--- src/rtl/pcfg_pkg.sv ---
package pcfg_pkg;

    typedef enum logic [2:0] {
        ST_IDLE      = 3'd0,
        ST_PULSE     = 3'd1,
        ST_WAIT_STAT = 3'd2,
        ST_LOAD      = 3'd3,
        ST_FLUSH     = 3'd4,
        ST_INIT      = 3'd5,
        ST_OK        = 3'd6,
        ST_FAIL      = 3'd7
    } pcfg_state_e;

    typedef enum logic [2:0] {
        ERR_NONE      = 3'd0,
        ERR_STAT_TMO  = 3'd1,
        ERR_STAT_LOST = 3'd2,
        ERR_DONE_TMO  = 3'd3,
        ERR_INIT_TMO  = 3'd4
    } pcfg_err_e;

    // bits needed to hold the largest of three limits
    function automatic int span_bits(input int a, input int b, input int c);
        int m;
        m = a;
        if (b > m) m = b;
        if (c > m) m = c;
        return $clog2(m + 1);
    endfunction

endpackage

--- src/rtl/pcfg_timer.sv ---
module pcfg_timer #(
    parameter int W = 8
) (
    input  logic         clk,
    input  logic         rst_n,
    input  logic         load,
    input  logic [W-1:0] val,
    input  logic         dec,
    output logic         zero
);
    logic [W-1:0] cnt_q;

    always_ff @(posedge clk) begin
        if (!rst_n) begin
            cnt_q <= '0;
        end else if (load) begin
            cnt_q <= val;
        end else if (dec && (cnt_q != '0)) begin
            cnt_q <= cnt_q - 1'b1;
        end
    end

    assign zero = (cnt_q == '0);
endmodule

--- src/rtl/pcfg_pacer.sv ---
module pcfg_pacer #(
    parameter int HALF = 1
) (
    input  logic clk,
    input  logic rst_n,
    input  logic run,
    output logic dclk,
    output logic period_end
);
    localparam int CW = $clog2(2 * HALF);
    localparam logic [CW-1:0] LAST = CW'(2 * HALF - 1);
    localparam logic [CW-1:0] HI_AT = CW'(HALF);

    logic [CW-1:0] cnt_q;
    logic          dclk_q;

    always_ff @(posedge clk) begin
        if (!rst_n) begin
            cnt_q  <= '0;
            dclk_q <= 1'b0;
        end else if (!run || (cnt_q == LAST)) begin
            cnt_q  <= '0;
            dclk_q <= 1'b0;
        end else begin
            cnt_q  <= cnt_q + 1'b1;
            dclk_q <= ((cnt_q + 1'b1) >= HI_AT);
        end
    end

    assign dclk       = dclk_q;
    assign period_end = (cnt_q == LAST);
endmodule

--- src/rtl/pcfg_serializer.sv ---
module pcfg_serializer #(
    parameter int DW = 8
) (
    input  logic          clk,
    input  logic          rst_n,
    input  logic          clear,
    input  logic          load,
    input  logic [DW-1:0] byte_in,
    input  logic          par,
    input  logic          advance,
    output logic [DW-1:0] dout,
    output logic          full,
    output logic          last_unit
);
    localparam int IW = (DW > 1) ? $clog2(DW) : 1;
    localparam logic [IW-1:0] TOP = IW'(DW - 1);

    logic [DW-1:0] byte_q;
    logic [IW-1:0] idx_q;
    logic          full_q;

    always_ff @(posedge clk) begin
        if (!rst_n) begin
            byte_q <= '0;
            idx_q  <= '0;
            full_q <= 1'b0;
        end else if (clear) begin
            idx_q  <= '0;
            full_q <= 1'b0;
        end else if (load) begin
            byte_q <= byte_in;
            idx_q  <= '0;
            full_q <= 1'b1;
        end else if (advance && full_q) begin
            if (last_unit) begin
                full_q <= 1'b0;
            end else begin
                idx_q <= idx_q + 1'b1;
            end
        end
    end

    assign last_unit = par || (idx_q == TOP);
    assign full      = full_q;

    always_comb begin
        dout = '0;
        if (full_q) begin
            if (par) begin
                dout = byte_q;
            end else begin
                dout[0] = byte_q[idx_q];
            end
        end
    end
endmodule

--- src/rtl/pcfg_host.sv ---
module pcfg_host
    import pcfg_pkg::*;
#(
    parameter int DW         = 8,
    parameter int DCLK_HALF  = 1,
    parameter int PULSE_MIN  = 8,
    parameter int WAIT_TMO   = 1000,
    parameter int EXTRA_CLKS = 64,
    parameter int RETRY_MAX  = 2
) (
    input  logic          clk,
    input  logic          rst_n,
    input  logic          start,
    input  logic          par_mode,
    input  logic          use_init,
    input  logic [DW-1:0] s_data,
    input  logic          s_valid,
    input  logic          s_last,
    output logic          s_ready,
    output logic          src_restart,
    output logic          cfg_req_n,
    input  logic          cfg_status,
    input  logic          cfg_done,
    input  logic          cfg_init_done,
    output logic          dclk,
    output logic [DW-1:0] dout,
    output logic          busy,
    output logic          ok,
    output logic          err,
    output logic [2:0]    err_code
);
    localparam int TW = span_bits(PULSE_MIN, WAIT_TMO, EXTRA_CLKS);
    localparam int RW = $clog2(RETRY_MAX + 2);
    localparam logic [TW-1:0] PULSE_VAL = TW'(PULSE_MIN - 1);
    localparam logic [TW-1:0] WAIT_VAL  = TW'(WAIT_TMO - 1);
    localparam logic [TW-1:0] EXTRA_VAL = TW'(EXTRA_CLKS);
    localparam logic [RW-1:0] RETRY_LIM = RW'(RETRY_MAX);

    pcfg_state_e   state_q, state_nxt;
    pcfg_err_e     err_q, err_nxt;
    logic          par_q, init_q, last_q;
    logic [RW-1:0] retry_q;

    logic          wt_load, wt_zero, ct_load, ct_zero, ct_dec;
    logic [TW-1:0] wt_val;
    logic          ser_clear, ser_load, ser_adv, ser_full, ser_last;
    logic          retry_inc, retry_clr, can_retry;
    logic          run, period_end, take;

    assign can_retry = (retry_q < RETRY_LIM);
    assign take      = (state_q == ST_LOAD) && !ser_full && cfg_status && !start;

    pcfg_timer #(.W(TW)) u_wait_tmr (
        .clk(clk), .rst_n(rst_n), .load(wt_load), .val(wt_val),
        .dec(1'b1), .zero(wt_zero)
    );

    assign ct_dec = period_end && (state_q == ST_FLUSH);

    pcfg_timer #(.W(TW)) u_clk_tmr (
        .clk(clk), .rst_n(rst_n), .load(ct_load), .val(EXTRA_VAL),
        .dec(ct_dec), .zero(ct_zero)
    );

    pcfg_pacer #(.HALF(DCLK_HALF)) u_pacer (
        .clk(clk), .rst_n(rst_n), .run(run), .dclk(dclk), .period_end(period_end)
    );

    pcfg_serializer #(.DW(DW)) u_ser (
        .clk(clk), .rst_n(rst_n), .clear(ser_clear), .load(ser_load),
        .byte_in(s_data), .par(par_q), .advance(ser_adv),
        .dout(dout), .full(ser_full), .last_unit(ser_last)
    );

    // state register and values latched with it
    always_ff @(posedge clk) begin
        if (!rst_n) begin
            state_q <= ST_IDLE;
            err_q   <= ERR_NONE;
            par_q   <= 1'b0;
            init_q  <= 1'b0;
            last_q  <= 1'b0;
            retry_q <= '0;
        end else begin
            state_q <= state_nxt;
            err_q   <= err_nxt;
            if (start) begin
                par_q  <= par_mode;
                init_q <= use_init;
            end
            if (retry_clr) begin
                retry_q <= '0;
            end else if (retry_inc) begin
                retry_q <= retry_q + 1'b1;
            end
            if (ser_load) begin
                last_q <= s_last;
            end
        end
    end

    // next state and datapath controls
    always_comb begin
        state_nxt = state_q;
        err_nxt   = err_q;
        wt_load   = 1'b0;
        wt_val    = PULSE_VAL;
        ct_load   = 1'b0;
        ser_clear = 1'b0;
        ser_load  = 1'b0;
        ser_adv   = 1'b0;
        retry_inc = 1'b0;
        retry_clr = 1'b0;
        if (start) begin
            state_nxt = ST_PULSE;
            err_nxt   = ERR_NONE;
            wt_load   = 1'b1;
            ser_clear = 1'b1;
            retry_clr = 1'b1;
        end else begin
            unique case (state_q)
                ST_IDLE, ST_OK, ST_FAIL: begin
                end
                ST_PULSE: begin
                    if (wt_zero) begin
                        state_nxt = ST_WAIT_STAT;
                        wt_load   = 1'b1;
                        wt_val    = WAIT_VAL;
                    end
                end
                ST_WAIT_STAT: begin
                    if (cfg_status) begin
                        state_nxt = ST_LOAD;
                    end else if (wt_zero) begin
                        state_nxt = ST_FAIL;
                        err_nxt   = ERR_STAT_TMO;
                    end
                end
                ST_LOAD: begin
                    if (!cfg_status) begin
                        ser_clear = 1'b1;
                        if (can_retry) begin
                            state_nxt = ST_PULSE;
                            retry_inc = 1'b1;
                            wt_load   = 1'b1;
                        end else begin
                            state_nxt = ST_FAIL;
                            err_nxt   = ERR_STAT_LOST;
                        end
                    end else if (!ser_full) begin
                        ser_load = s_valid;
                    end else if (period_end) begin
                        ser_adv = 1'b1;
                        if (ser_last && last_q) begin
                            state_nxt = ST_FLUSH;
                            ct_load   = 1'b1;
                        end
                    end
                end
                ST_FLUSH: begin
                    if (!cfg_status) begin
                        if (can_retry) begin
                            state_nxt = ST_PULSE;
                            retry_inc = 1'b1;
                            wt_load   = 1'b1;
                        end else begin
                            state_nxt = ST_FAIL;
                            err_nxt   = ERR_STAT_LOST;
                        end
                    end else if (cfg_done) begin
                        if (init_q) begin
                            state_nxt = ST_INIT;
                            wt_load   = 1'b1;
                            wt_val    = WAIT_VAL;
                        end else begin
                            state_nxt = ST_OK;
                        end
                    end else if (ct_zero) begin
                        state_nxt = ST_FAIL;
                        err_nxt   = ERR_DONE_TMO;
                    end
                end
                ST_INIT: begin
                    if (cfg_init_done) begin
                        state_nxt = ST_OK;
                    end else if (wt_zero) begin
                        state_nxt = ST_FAIL;
                        err_nxt   = ERR_INIT_TMO;
                    end
                end
            endcase
        end
    end

    // outputs decoded from the state
    always_comb begin
        cfg_req_n   = (state_q != ST_PULSE);
        src_restart = (state_q == ST_PULSE);
        busy        = (state_q != ST_IDLE) && (state_q != ST_OK) && (state_q != ST_FAIL);
        ok          = (state_q == ST_OK);
        err         = (state_q == ST_FAIL);
        err_code    = err_q;
        s_ready     = take;
        run         = (state_nxt == state_q) &&
                      (((state_q == ST_LOAD) && ser_full) ||
                       (state_q == ST_FLUSH) || (state_q == ST_INIT));
    end

endmodule

--- config.mk ---
export PLATFORM = sky130hd
export DESIGN_NAME = pcfg_host
export DESIGN_NICKNAME = d
export VERILOG_FILES = /design/src/rtl/pcfg_pkg.sv /design/src/rtl/pcfg_timer.sv /design/src/rtl/pcfg_pacer.sv /design/src/rtl/pcfg_serializer.sv /design/src/rtl/pcfg_host.sv
export SDC_FILE = /design/constraint.sdc
export NUM_CORES = 1
export LEC_CHECK = 0
export BUFFER_PORTS_ARGS = -buffer_cell sky130_fd_sc_hd__buf_2
export CAP_MARGIN = 20
export CORE_ASPECT_RATIO = 1.4
export CORE_MARGIN = 1
export CORE_UTILIZATION = 48
export CTS_BUF_LIST = sky130_fd_sc_hd__clkbuf_16
export DETAILED_ROUTE_END_ITERATION = 10
export PLACE_DENSITY_LB_ADDON = 0.1
export SLEW_MARGIN = 20
export SYNTH_ARGS = -nofsm -noshare
export SYNTH_HDL_FRONTEND = slang
export SYNTH_HIERARCHICAL = 1
export SYNTH_SLANG_ARGS = --single-unit
--- constraint.sdc ---
create_clock -name clk -period 3 [get_ports clk]
set_input_delay 0.15 -clock clk [delete_from_list [all_inputs] [get_ports clk]]
set_output_delay 0.15 -clock clk [all_outputs]
set_load 0.005 [all_outputs]
# Word-level counts from Yosys, hierarchy flattened
# Cells that the tools add are included.
# word_totals
word_cells,155
in_bits,18
register_bits,45
output_inout_bits,18
# classes
n_mux,72
eq_ne,19
bitwise_logic,3
n_addsub,5
reduce_logical,39
order_cmp,3
# ops
cell,n
$mux W10,7
$mux W3,22
$mux W1,33
$mux W7,3
$logic_not A10 Y1,2
$pmux W10 S2,1
$reduce_bool A10 Y1,2
$sub A10 B1 Y10 const B,2
$eq A3 B3 Y1 const B,5
$pmux W3 S5,1
$ne A3 B3 Y1 const B,4
$pmux W3 S4,1
$reduce_or A2 Y1,6
$logic_and A1 B1 Y1,11
$mux W8,1
$reduce_and A8 Y1,1
$reduce_bool A2 Y1,4
$eq A3 B2 Y1 const B,2
$ne A2 B2 Y1 const B,3
$reduce_and A2 Y1,3
$logic_or A1 B1 Y1,4
$lt A3 B4 Y1 const B,1
$ne A2 B1 Y1 const B,2
$reduce_bool A4 Y1,1
15 further kinds,19

# Longest topological paths before layout
# Gate-level depths: netlist of the first run.
# logic_depth
word_depth,14
mapped_depth,11
ltp_nobuf,11

# Cells and area by module
# The synthesis of the first run kept the hierarchy.
# modules_own_cells
module,area_each_um2,instances,cells_per_inst,seq_area_each_um2
pcfg_timer,598.1,2,74,200.2
pcfg_host,904.6,1,123,220.2
pcfg_serializer,636.9,1,62,240.2
pcfg_pacer,36.3,1,3,20.0

# Worst setup path before layout of the first run
# No wires, ideal clock.
# synth_path
kind,flip-flop to flip-flop
start,register u_wait_tmr.cnt_q[0]
end,register u_pacer.cnt_q (netlist: u_pacer/period_end)
path_stages_with_launch,12
period_less_slack_ns,2.198
path_buffers,0
arrival_time_ns,2.138
required_ns,2.940
path_slack_ns,0.802
setup_time_ns,0.060
path_cell_list,dfxtp_1 -> inv_1 -> ha_1 -> nand4b_2 -> inv_1 -> or2_2 -> a31oi_1 -> o22ai_2 -> xnor2_1 -> o32ai_2 -> o2111a_1 -> and3b_1
# synth_between
elab_chain_cells,10
elab_cells_between_ends,12
classes_between,eq/ne (1); mux (6); reduce/logical (5)
# synth_rtl
item,line,rtl
"start, declared",pcfg_timer.sv:11,logic [W-1:0] cnt_q;
"start signal, assigned",pcfg_timer.sv:17,cnt_q <= val;
"start signal, assigned",pcfg_timer.sv:19,cnt_q <= cnt_q - 1'b1;
$logic_not A10 Y1 (*),pcfg_timer.sv:23,assign zero = (cnt_q == '0);
net wt_zero,pcfg_host.sv:44,"logic wt_load, wt_zero, ct_load, ct_zero, ct_dec;"
$mux W3,"pcfg_host.sv:134, pcfg_host.sv:186",
"$mux W3, on equally long branches","pcfg_host.sv:184, pcfg_host.sv:132",
$pmux W3 S5 (*),pcfg_host.sv:121,unique case (state_q)
$mux W3 (*),pcfg_host.sv:114,if (start) begin
$eq A3 B3 Y1 (*),pcfg_host.sv:204,run = (state_nxt == state_q) &&
$logic_and A1 B1 Y1 (*),pcfg_host.sv:204,
net run,pcfg_host.sv:48,"logic run, period_end, take;"
$logic_not A1 Y1 (*),pcfg_pacer.sv:21,end else if (!run || (cnt_q == LAST)) begin
$logic_or A1 B1 Y1 (*),pcfg_pacer.sv:21,
$reduce_or A2 Y1 (no line) (*),--,
"end signal, assigned",pcfg_pacer.sv:25,cnt_q <= cnt_q + 1'b1;
"end, declared",pcfg_pacer.sv:14,logic [CW-1:0] cnt_q;
# The timed path passes the listed nets; every way through them passes the cells marked *.
# A chain may end at the register's enable or synchronous reset.

# Final worst setup path of the first run
# layout_path
start,register u_wait_tmr.cnt_q[7]
end,register u_wait_tmr.cnt_q[1]
# layout_between
elab_chain_cells,5
elab_cells_between_ends,7
classes_between,mux (4); reduce/logical (3)
# layout_rtl
item,line,rtl
$logic_not A10 Y1 (*),pcfg_timer.sv:23,
net wt_zero,pcfg_host.sv:44,
$mux W1 (*),pcfg_host.sv:125,if (wt_zero) begin
$pmux W1 S3 (*),pcfg_host.sv:121,
$mux W1 (*),pcfg_host.sv:114,
net wt_load,pcfg_host.sv:44,
$mux W10 / $reduce_bool A2 Y1 (equally long branches),--,
# Marks and branches as above.

==> results of run 1 <==
## state kept, by name (all words and copies together) (netlist names), 2 cells and up
register          count
retry_q               2
u_ser/byte_q          8
u_wait_tmr/cnt_q     10
u_ser/idx_q           3
err_code              3
u_clk_tmr/cnt_q      10
state_q               3
## layer usage
| layer | vias up | track usage (%) | wire length [um] |
|---|---|---|---|
| met5 | - | 0 | 0 |
| met4 | 0 | 9.57 | 150 |
| met3 | 11 | 5.10 | 214 |
| met2 | 48 | 37.3 | 3110 |
| met1 | 1173 | 24.9 | 2860 |
| li1 | 1316 | - | - |
## metrics by stage
step	utilization (%)	hold slack (ps)	instances	instance area [um2]	total power, mW
final	58.1	124	455	3210	1.30
after global routing	58.1	127	455	3210	1.35
after CTS	58.1	119	455	3210	1.31
after detailed placement	55.6	415	448	3070	0.786
after global placement	55.6	404	448	3070	0.783
after floorplan	-	278	356	2850	0.742
## critical path: cells and delay by family (launching register included)
kind	cells	cell delay [ps]
flip-flops	1	360
AND/OR/NAND/NOR	3	690
buffers and inverters	2	620
AO/OA/AOI/OAI	4	880
## logic make-up (layout without fill, tap and decap cells)
| group | count (synthesis) | after routing | share of synthesized area [%] |
|---|---|---|---|
| buffers and inverters | 31 | 62 | 4.92 |
| xor gates and xnor gates | 3 | 3 | 0.947 |
| AOI/OAI and AO/OA | 96 | 96 | 22.1 |
| muxes | 20 | 20 | 7.85 |
| adders and majority gates | 4 | 4 | 1.80 |
| and+or+nand+nor | 136 | 136 | 30.4 |
| other | 2 | 22 | 0.271 |
| DFF | 44 | 44 | 31.8 |
## layout by cell type (no fill, tap or decap), types with 3 or more instances in the layout
| cell type | count |
|---|---|
| dfxtp_1 | 44 |
| buf_2 | 35 |
| nor2_1 | 32 |
| a21oi_1 | 31 |
| o21ai_0 | 29 |
| conb_1 | 22 |
| nor2b_1 | 18 |
| mux2i_1 | 18 |
| inv_1 | 14 |
| nand2_1 | 13 |
| nand2b_1 | 11 |
| nand3_1 | 9 |
| a31oi_1 | 9 |
| and3_1 | 9 |
| or3_1 | 7 |
| nor3b_1 | 6 |
| buf_4 | 6 |
| nor3_1 | 5 |
| clkbuf_16 | 5 |
| ha_1 | 4 |
| a221oi_1 | 3 |
## cell usage after synthesis (2+ instances only)
library cell	instances	share of area (%)
nand4b_2	2	1.1
or2_2	2	0.45
ha_1	4	1.8
a221oi_1	3	0.95
mux2i_1	18	6.5
nand4bb_1	2	0.81
buf_1	2	0.27
xnor2_1	2	0.63
dfxtp_1	44	32
o211ai_1	2	0.54
inv_1	14	1.9
nor3b_1	6	1.6
a32oi_1	2	0.63
conb_1	2	0.27
nand3_1	9	1.6
and3_1	9	2.0
nor3_2	2	0.72
nor2_1	32	4.3
o311a_1	2	0.72
o21ai_0	29	5.2
a311o_1	2	0.72
buf_2	4	0.72
nor3b_2	2	0.90
nor4b_2	2	1.1
o31ai_1	2	0.54
or3_1	7	1.6
o31a_1	2	0.63
and2b_1	2	0.54
a31oi_1	9	2.0
nor3_1	5	0.90
nand2b_1	11	2.5
clkbuf_1	8	1.1
nand2_1	13	1.8
nor4_2	2	0.90
buf_4	2	0.54
nor2b_1	18	4.1
a21oi_1	31	5.6
and4_1	2	0.63
## power groups by stage
stage                     sequential, mW  combinational, mW  clock, mW
after floorplan                    0.623              0.118          0
after global placement             0.629              0.154          0
after detailed placement           0.630              0.156          0
after CTS                          0.617              0.157      0.538
after global routing               0.619              0.175      0.560
final                              0.617              0.157      0.523
## final cells by class
type                    instances  area, um2
clock inverters                 2       12.5
clock buffers                   5        125
well taps                      68       85.1
repair buffers                 41        220
inverters                      14       52.6
fillers                       527       2320
flip-flops and latches         44        881
multi-input cells             281       1830
## worst paths after layout
path                          to  slack (ps)
max          u_wait_tmr/cnt_q[1]         340
max reg2reg  u_wait_tmr/cnt_q[1]         340
min reg2reg          err_code[1]         470
min              u_ser/byte_q[1]         120
==> summary.txt, run 1 <==
Run status
  • Status: finished clean

Worst setup path
  • CP arrival: 2830 ps
  • Critical Path RT: 3170 ps
  • Crit path largest cell delay: 420 ps
  • Critical path endpoint category: flop
  • FF-to-FF path depth: 9
  • Slowest-stage cell, CP: o21ai_0
  • Worst-path fanout max: 13
  • Critical path type: flop to flop
  • Worst setup startpoint: u_wait_tmr/cnt_q[7]
  • Startpoint Class: flop
  • Worst r2r src: u_wait_tmr/cnt_q[7]
  • CP cell instances: nor4_2, nand4b_2, inv_1, a21oi_1, o21ai_0, inv_1, nand3_1, a21oi_1, a311o_1

Yosys
  • Post-synth top flop: dfxtp_1
  • Netlist cell types: 62
  • Post-synth EDFFs: 0
  • Synth async-reset ratio: 0%
  • Mapped cell area: 2770 um2
  • Synth warn: 6
  • Sequential fraction of the synthesis area: 31.8%
  • Mapped Cells: 336
  • Synth Register Bits: 44
  • Syn avg cell area: 8.26 um2

Detailed routing
  • Vias: 2548
  • Vias per inst: 5.60
  • DRT iter0 DRCs: 140
  • Total wire length: 6340 um
  • Routed len/inst: 13.9 um
  • DR pass1 iterations: 6
  • Antenna-violating nets left: 0
  • DR DRC count: 0

Power and ir drop
  • Sequential Power Share: 47.6%
  • Sw Ratio: 25.5%
  • Internal: 0.967 mW
  • NetSw: 0.330 mW
  • Max VDD drop: 0.457 mV
  • Clock power share: 40.3%
  • Pleak: 1.30 nW
  • Cell Pwr Density: 404 nW/um2
  • Combinational share of power: 12.1%

Die
  • Placeable Area: 5530 um2
  • Die H: 91.9 um
  • # IOs: 36
  • Die Width: 66.3 um
  • Starting Density: 50.2%
  • Die Area: 6090 um2
  • Rows: 32

Place
  • Detailed Place HPWL: 4450 um
  • IO buf count: 35
  • Final GP Congestion: 0.945
  • Place WS: 307 ps

Clock network
  • Clk sinks: 44
  • H-tree Lvls: 2
  • Post-CTS setup buffers: 0
  • Total CTS buffers: 5
  • Clk Latency, worst-skew pair: 280 ps
  • Post-cts resize count: 0
  • Clk buf depth: 2
  • CTS Hold Buffers Added: 0
  • CTS tree: done
  • CTS root buf: clkbuf_16
  • Clk slew on worst S/H paths: 60 ps

Global routing
  • Initial antenna violation count: 0
  • Vias in the first global route: 2311
  • Total track usage: 21.7%
  • Total congestion overflow: 0
  • First-pass GRT wire length: 10200 um
  • Largest net degree at the start of global routing: 41

Min path
  • Hold Path Origin: s_data[1]
  • Hold Crit Class: input port to flop
  • Worst Hold Depth: 3

Finish
  • Nets: 409
  • # diodes: 0
  • Share of cells above drive strength 1: 17.8%
  • Area grow syn2layout: 15.7%

STA
  • Worst-margin pin slew: 622 ps
  • RSZ-0062 raised after global routing: no
  • Rel. slew slack: 58.5%
  • Crit share post-route: 88.6%
  • Min Tclk post-route: 2660 ps
  • Final hold vios: 0
  • Setup_tns: 0 ps
  • Fmax: 0.376 GHz
  • Clock Skew: 6.09 ps
  • Setup WS post-layout: 343 ps
  • Final slew viol count: 0
  • Setup violations, final: 0

Flow run
  • Max Cap Viol: 0
Note: power is estimated with default switching activity, not from simulation.
==> inputs of run 2 (changes only) <==
- ABC_AREA: unset -> 1
==> summary.txt, run 2 <==
Yosys
  • Multiplexer share of the synthesized area: 0% (-7.8 points)
  • Main combinational cell family by area after synthesis: simple AND/OR/NAND/NOR gates
  • Dominant cell by count in the synthesized netlist: nand2_1
  • Post-synth EDFFs: 0 (unchanged)
  • Mapped Cells: 483 (+44%)
  • Complex-gate fraction of the synthesized area: 13.9% (-8.2 points)
  • Post-synth top flop: dfxtp_1
  • Mapped cell area: 3120 um2 (+13%)
  • Yosys top cell by area: dfxtp_1
  • Synth top area share: 28.2% (-3.5 points)
  • Adder-cell share of the synthesized area: 1.60% (-0.20 points)
  • Synth async-reset ratio: 0% (unchanged)
  • Synth Register Bits: 44 (unchanged)
  • Synth top cells by count: nand2_1, nand3_1, nor2_1, dfxtp_1, inv_1
  • Netlist cell types: 38 (-39%)
  • Syn avg cell area: 6.47 um2 (-22%)
  • Synth warn: 6 (unchanged)
  • Fraction of synthesized cell area in xor and xnor cells: 1.12% (+0.17 points)
  • Synth top area cells: dfxtp_1, nand2_1, nand3_1, nor2_1, inv_1
  • Sequential fraction of the synthesis area: 28.2% (-3.5 points)
  • Synth Area in Simple Gates: 44.8% (+14 points)

Die
  • Die H: 97.4 um (+6.0%)
  • Rows: 34 (+6.3%)
  • Placeable Area: 6250 um2 (+13%)
  • Die Width: 70.2 um (+5.9%)
  • Starting Density: 49.9% (-0.26 points)
  • # IOs: 36 (unchanged)
  • Die Area: 6840 um2 (+12%)

Worst setup path
  • Critical path endpoint category: flop
  • Worst setup startpoint: u_wait_tmr/cnt_q[0]
  • Crit path largest cell delay: 340 ps (-80 ps)
  • Startpoint Class: flop
  • Worst R2R Setup Slack: 860 ps (+520 ps)
  • Critical path type: flop to flop
  • FF-to-FF path depth: 13 (+4)
  • CP cell instances: inv_1, ha_1, nand2_4, nor2_4, nand3_4, inv_1, nand2_2, o2111ai_1, buf_4, inv_2, nand3_1, o21ai_0, o21a_1
  • Crit path to: u_wait_tmr/cnt_q[3]
  • Critical Path RT: 3230 ps (+60 ps)
  • Worst-path fanout max: 15 (+2)
  • CP arrival: 2370 ps (-460 ps)
  • Crit path top cell by count: inv_1
  • Slowest-stage cell, CP: dfxtp_1
  • Worst r2r src: u_wait_tmr/cnt_q[0]
  • R2R Path End: u_wait_tmr/cnt_q[3]

Run status
  • Status: finished clean

Finish
  • Layout Cells excl Fill: 604 (+33%)
  • Area grow syn2layout: 13.8%
  • Share of cells above drive strength 1: 21.2% (+3.4 points)
  • Fill count: 642 (+22%)
  • Commonest cells after routing, fill and taps aside: nand2_1, nand3_1, nor2_1
  • Nets: 555 (+36%)
  • Register area: 881 um2 (unchanged)
  • # diodes: 0 (unchanged)
  • Multi-input logic area: 1980 um2 (+8.1%)
  • Largest regs: u_clk_tmr/cnt_q (10), u_wait_tmr/cnt_q (10), u_ser/byte_q (8)
  • Final Util: 56.8% (-1.2 points)
  • Most common cell after layout, fill and taps aside: nand2_1

Flow run
  • Max Cap Viol: 0 (unchanged)

STA
  • Clock Skew: 5.34 ps (-0.753 ps)
  • Worst-margin pin slew: 502 ps (-120 ps)
  • Fmax: 0.468 GHz (+24%)
  • Final slew viol count: 0 (unchanged)
  • Setup violations, final: 0 (unchanged)
  • Setup_tns: 0 ps (unchanged)
  • Rel. slew slack: 66.5% (+8.0 points)
  • Final hold vios: 0 (unchanged)
  • Crit share post-route: 71.2% (-17 points)
  • RSZ-0062 raised after global routing: no
  • Min Tclk post-route: 2140 ps (-520 ps)
  • Worst hold slack: 89.6 ps (-34.6 ps)

Place
  • Detailed Place HPWL: 5420 um (+22%)
  • IO buf count: 35 (unchanged)
  • Final GP Congestion: 0.913 (-3.3%)
  • Post-Place Cells: 598 (+33%)

Clock network
  • CTS Hold Buffers Added: 0 (unchanged)
  • Total CTS buffers: 5 (unchanged)
  • Clk buf depth: 2 (unchanged)
  • Clk sinks: 44 (unchanged)
  • Clk slew on worst S/H paths: 60 ps (about the same)
  • Post-cts resize count: 0 (unchanged)
  • Post-CTS setup buffers: 0 (unchanged)
  • CTS root buf: clkbuf_16
  • H-tree Lvls: 2 (unchanged)
  • CTS tree: done
  • Clk Latency, worst-skew pair: 280 ps (about the same)

Power and ir drop
  • Pleak: 1.66 nW (+28%)
  • Cell Pwr Density: 461 nW/um2 (+14%)
  • Max VDD drop: 0.291 mV (-36%)
  • Final Power: 1.64 mW (+26%)

Detailed routing
  • Antenna-violating nets left: 0 (unchanged)
  • Vias: 3071 (+21%)
  • DRT iter0 DRCs: 128 (-8.6%)
  • DR DRC count: 0 (unchanged)
  • DR pass1 iterations: 4 (-2)
  • Vias per inst: 5.08 (-9.2%)
  • Routed len/inst: 12.0 um (-14%)
  • Total wire length: 7240 um (+14%)

Global routing
  • Initial antenna violation count: 0 (unchanged)
  • Total congestion overflow: 0 (unchanged)
  • Total track usage: 22.1% (+0.35 points)
  • First-pass GRT wire length: 12500 um (+22%)
  • Largest net degree at the start of global routing: 17 (-59%)
  • Vias in the first global route: 2834 (+23%)

Min path
  • Hold Crit Class: input port to flop
[run 2: worst max-delay path: cells and delay by family (launching register included)]
kind / cells / cell delay [ps]
compound gates: 3 / 400
fa+ha+maj: 1 / 250
simple gates: 5 / 470
buf+inv: 4 / 630
flops: 1 / 340
[run 2: worst min-delay path by stage]
stage | start | to | slack (ps) | cells past startpoint
floorplan | rst_n | state_q[0] | 250 | 2
finish | use_init | init_q | 90 | 3
global route | use_init | init_q | 100 | 3
CTS | par_mode | par_q | 90 | 3
global placement | use_init | init_q | 380 | 3
detailed placement | use_init | init_q | 390 | 3
[run 2: area by class of cell]
cell class	count	area share (%)
multi-input cells	377	55.7
clock buffers	5	3.52
clock inverters	1	0.845
well taps	72	2.53
inverters	67	7.07
flip-flops and latches	44	24.8
repair buffers	38	5.56
[run 2: metrics by stage]
step           instance area [um2]  worst slack (ps)
2_1_floorplan                 3180               981
3_3_place_gp                  3400               856
3_5_place_dp                  3400               886
4_1_cts                       3550               870
5_1_grt                       3550               596
6_report                      3550               863
[run 2: kinds of logic (layout without fill, tap and decap cells)]
logic type / count (synthesis) / in the layout
other: 2 / 17
buffers and inverters: 77 / 111
AOI/OAI and AO/OA: 78 / 78
adders and majority gates: 4 / 4
xor gates and xnor gates: 4 / 4
DFF: 44 / 44
and+or+nand+nor: 274 / 274
[run 2: per-layer routing]
| metal | global-route usage [%] | part of all wire [%] | vias up |
|---|---|---|---|
| li1 | - | - | 1642 |
| met1 | 25.4 | 43 | 1378 |
| met2 | 41.1 | 53 | 38 |
| met3 | 3.53 | 2.3 | 13 |
| met4 | 6.62 | 1.7 | 0 |
| met5 | 0 | 0 | - |
[run 2: where the power goes]
group	internal, mW	leakage, nW	switching [mW]	total [mW]
sequential	0.610	0.357	0.0301	0.640
clock	0.384	0.0757	0.224	0.608
combinational	0.136	1.22	0.255	0.391
total	1.13	1.66	0.509	1.64
==> inputs of run 3 (changes only) <==
- clock period: 3 -> 2.2 ns (I/O delays scaled with it)
==> summary.txt, run 3 (synthesis results as in run 2) <==
Finish
  • # diodes: 0 (unchanged)
  • Largest regs: u_clk_tmr/cnt_q (10), u_wait_tmr/cnt_q (10), u_ser/byte_q (8)
  • Commonest cells after routing, fill and taps aside: nand2_1, nand3_1, nor2_1
  • Fill count: 634 (-1.2%)
  • Nets: 562 (+1.3%)
  • Area grow syn2layout: 15.6%
  • Share of cells above drive strength 1: 23.3% (+2.0 points)
  • Final Util: 57.7% (+0.88 points)
  • Most common cell after layout, fill and taps aside: nand2_1

Clock network
  • Clk buf depth: 2 (unchanged)
  • Clk Latency, worst-skew pair: 280 ps (about the same)
  • Total CTS buffers: 5 (unchanged)
  • Clk slew on worst S/H paths: 60 ps (about the same)
  • CTS Hold Buffers Added: 0 (unchanged)
  • CTS root buf: clkbuf_16
  • Clk sinks: 44 (unchanged)
  • H-tree Lvls: 2 (unchanged)
  • CTS tree: done

Worst setup path
  • Slowest-stage cell, CP: dfxtp_1
  • Crit path top cell by count: ha_1
  • Critical path endpoint category: flop
  • CP cell instances: ha_1, ha_1, nor2_4, inv_1, nand2_1, nor3_1, inv_2, nand3_1, o21ai_0, o21a_1
  • Critical path type: flop to flop
  • Critical path depth in cells: 10 (-3)
  • Worst-path fanout max: 15 (unchanged)
  • Startpoint Class: flop
  • Crit path largest cell delay: 370 ps (+30 ps)
  • CP arrival: 2170 ps (-200 ps)
  • Family with the most delay on the worst path: simple AND/OR/NAND/NOR gates
  • Crit path buf inv count: 2 (-2)
  • FF-to-FF path depth: 10 (-3)
  • Critical Path RT: 2380 ps (-850 ps)

Die
  • Die H: 97.4 um (unchanged)
  • Placeable Area: 6250 um2 (unchanged)
  • Rows: 34 (unchanged)
  • Die Area: 6840 um2 (unchanged)
  • Starting Density: 49.9% (unchanged)
  • Die Width: 70.2 um (unchanged)
  • # IOs: 36 (unchanged)

STA
  • Fmax: 0.503 GHz (+7.4%)
  • Crit share post-route: 90.4% (+19 points)
  • Final hold vios: 0 (unchanged)
  • Setup violations, final: 0 (unchanged)
  • Final slew viol count: 0 (unchanged)
  • Setup_tns: 0 ps (unchanged)
  • Min Tclk post-route: 1990 ps (-147 ps)
  • Clock Skew: 5.21 ps (-0.128 ps)

Detailed routing
  • Antenna-violating nets left: 0 (unchanged)
  • DR DRC count: 0 (unchanged)
  • Vias: 3071 (unchanged)
  • Vias per inst: 5.01 (-1.5%)
  • DRT iter0 DRCs: 170 (+33%)
  • DR pass1 iterations: 4 (unchanged)
  • Routed len/inst: 11.6 um (-3.6%)
  • Total wire length: 7090 um (-2.1%)

Global routing
  • Total congestion overflow: 0 (unchanged)
  • Initial antenna violation count: 0 (unchanged)
  • Largest net degree at the start of global routing: 18 (+1)
  • First-pass GRT wire length: 12400 um (-1.1%)
  • Vias in the first global route: 2940 (+3.7%)
  • Total track usage: 21.6% (-0.49 points)

Min path
  • Hold Crit Class: input port to flop
  • Worst Hold Depth: 3 (unchanged)

Place
  • Final GP Congestion: 0.916 (+0.30%)
  • Detailed Place HPWL: 5410 um (-0.17%)
  • IO buf count: 35 (unchanged)

Power and ir drop
  • Final Power: 2.15 mW (+32%)
  • Cell Pwr Density: 597 nW/um2 (+30%)
  • Pleak: 1.68 nW (+1.5%)
  • Max VDD drop: 0.486 mV (+67%)

Flow run
  • Max Cap Viol: 0 (unchanged)

Run status
  • Status: finished clean
[run 3: cell types whose count changed in the layout (fill, tap and decap cells not counted)]
cell / change
bufinv_16: -1
ha_4: +1
clkinvlp_4: +1
nor2_2: +1
ha_1: -2
clkinv_1: +1
inv_2: +3
nor2_1: -1
buf_4: +7
inv_1: -2
ha_2: +1
[run 3: power by group]
| part | internal [mW] | switching [mW] | total (mW) | leakage (nW) |
|---|---|---|---|---|
| Combinational | 0.217 | 0.352 | 0.569 | 1.26 |
| Sequential | 0.831 | 0.0387 | 0.870 | 0.357 |
| Clock | 0.413 | 0.303 | 0.716 | 0.0687 |
| Total | 1.46 | 0.694 | 2.15 | 1.68 |
[run 3: worst min-delay path, delay by kind of cell]
kind | cells | cell delay, ps
buf+inv | 1 | 70
simple gates | 2 | 110
[run 3: worst paths after layout]
| path | from | endpoint | slack [ps] |
|---|---|---|---|
| min reg2reg | u_ser/byte_q[1] | u_ser/byte_q[1] | 480 |
| max reg2reg | u_ser/idx_q[1] | u_clk_tmr/cnt_q[3] | 210 |
| max | u_ser/idx_q[1] | u_clk_tmr/cnt_q[3] | 210 |
| min | par_mode | par_q | 50 |
[run 3: cell type report]
type | count | area (um2) | share of cell area (%)
Multi-Input combinational cell | 377 | 2000 | 55.3
Sequential cell | 44 | 881 | 24.4
Inverter | 67 | 251 | 6.97
Timing Repair Buffer | 45 | 250 | 6.93
Clock buffer | 5 | 125 | 3.47
Tap cell | 72 | 90.1 | 2.50
Clock inverter | 3 | 15.0 | 0.416
[run 3: metal layers]
metal  wire (um)  GRT usage [%]
met1        3120           24.7
met2        3650           40.2
met3         197           3.01
met4         119           7.23
met5           0              0
[run 3: stage by stage]
stage          hold slack, ps  setup WS, ps  instance area (um2)  instances
2_1_floorplan             208           181                 3180        498
3_3_place_gp              339           163                 3430        602
3_5_place_dp              339          94.9                 3430        602
4_1_cts                  50.1          67.6                 3570        610
5_1_grt                  94.9         -10.3                 3610        613
6_report                 50.9           211                 3610        613
[run 3: timing repair]
| action | CTS | global route |
|---|---|---|
| setup buffers | 0 | 3 |
| resized for setup | 0 | 7 |
| setup endpoints to repair | 0 | 3 |
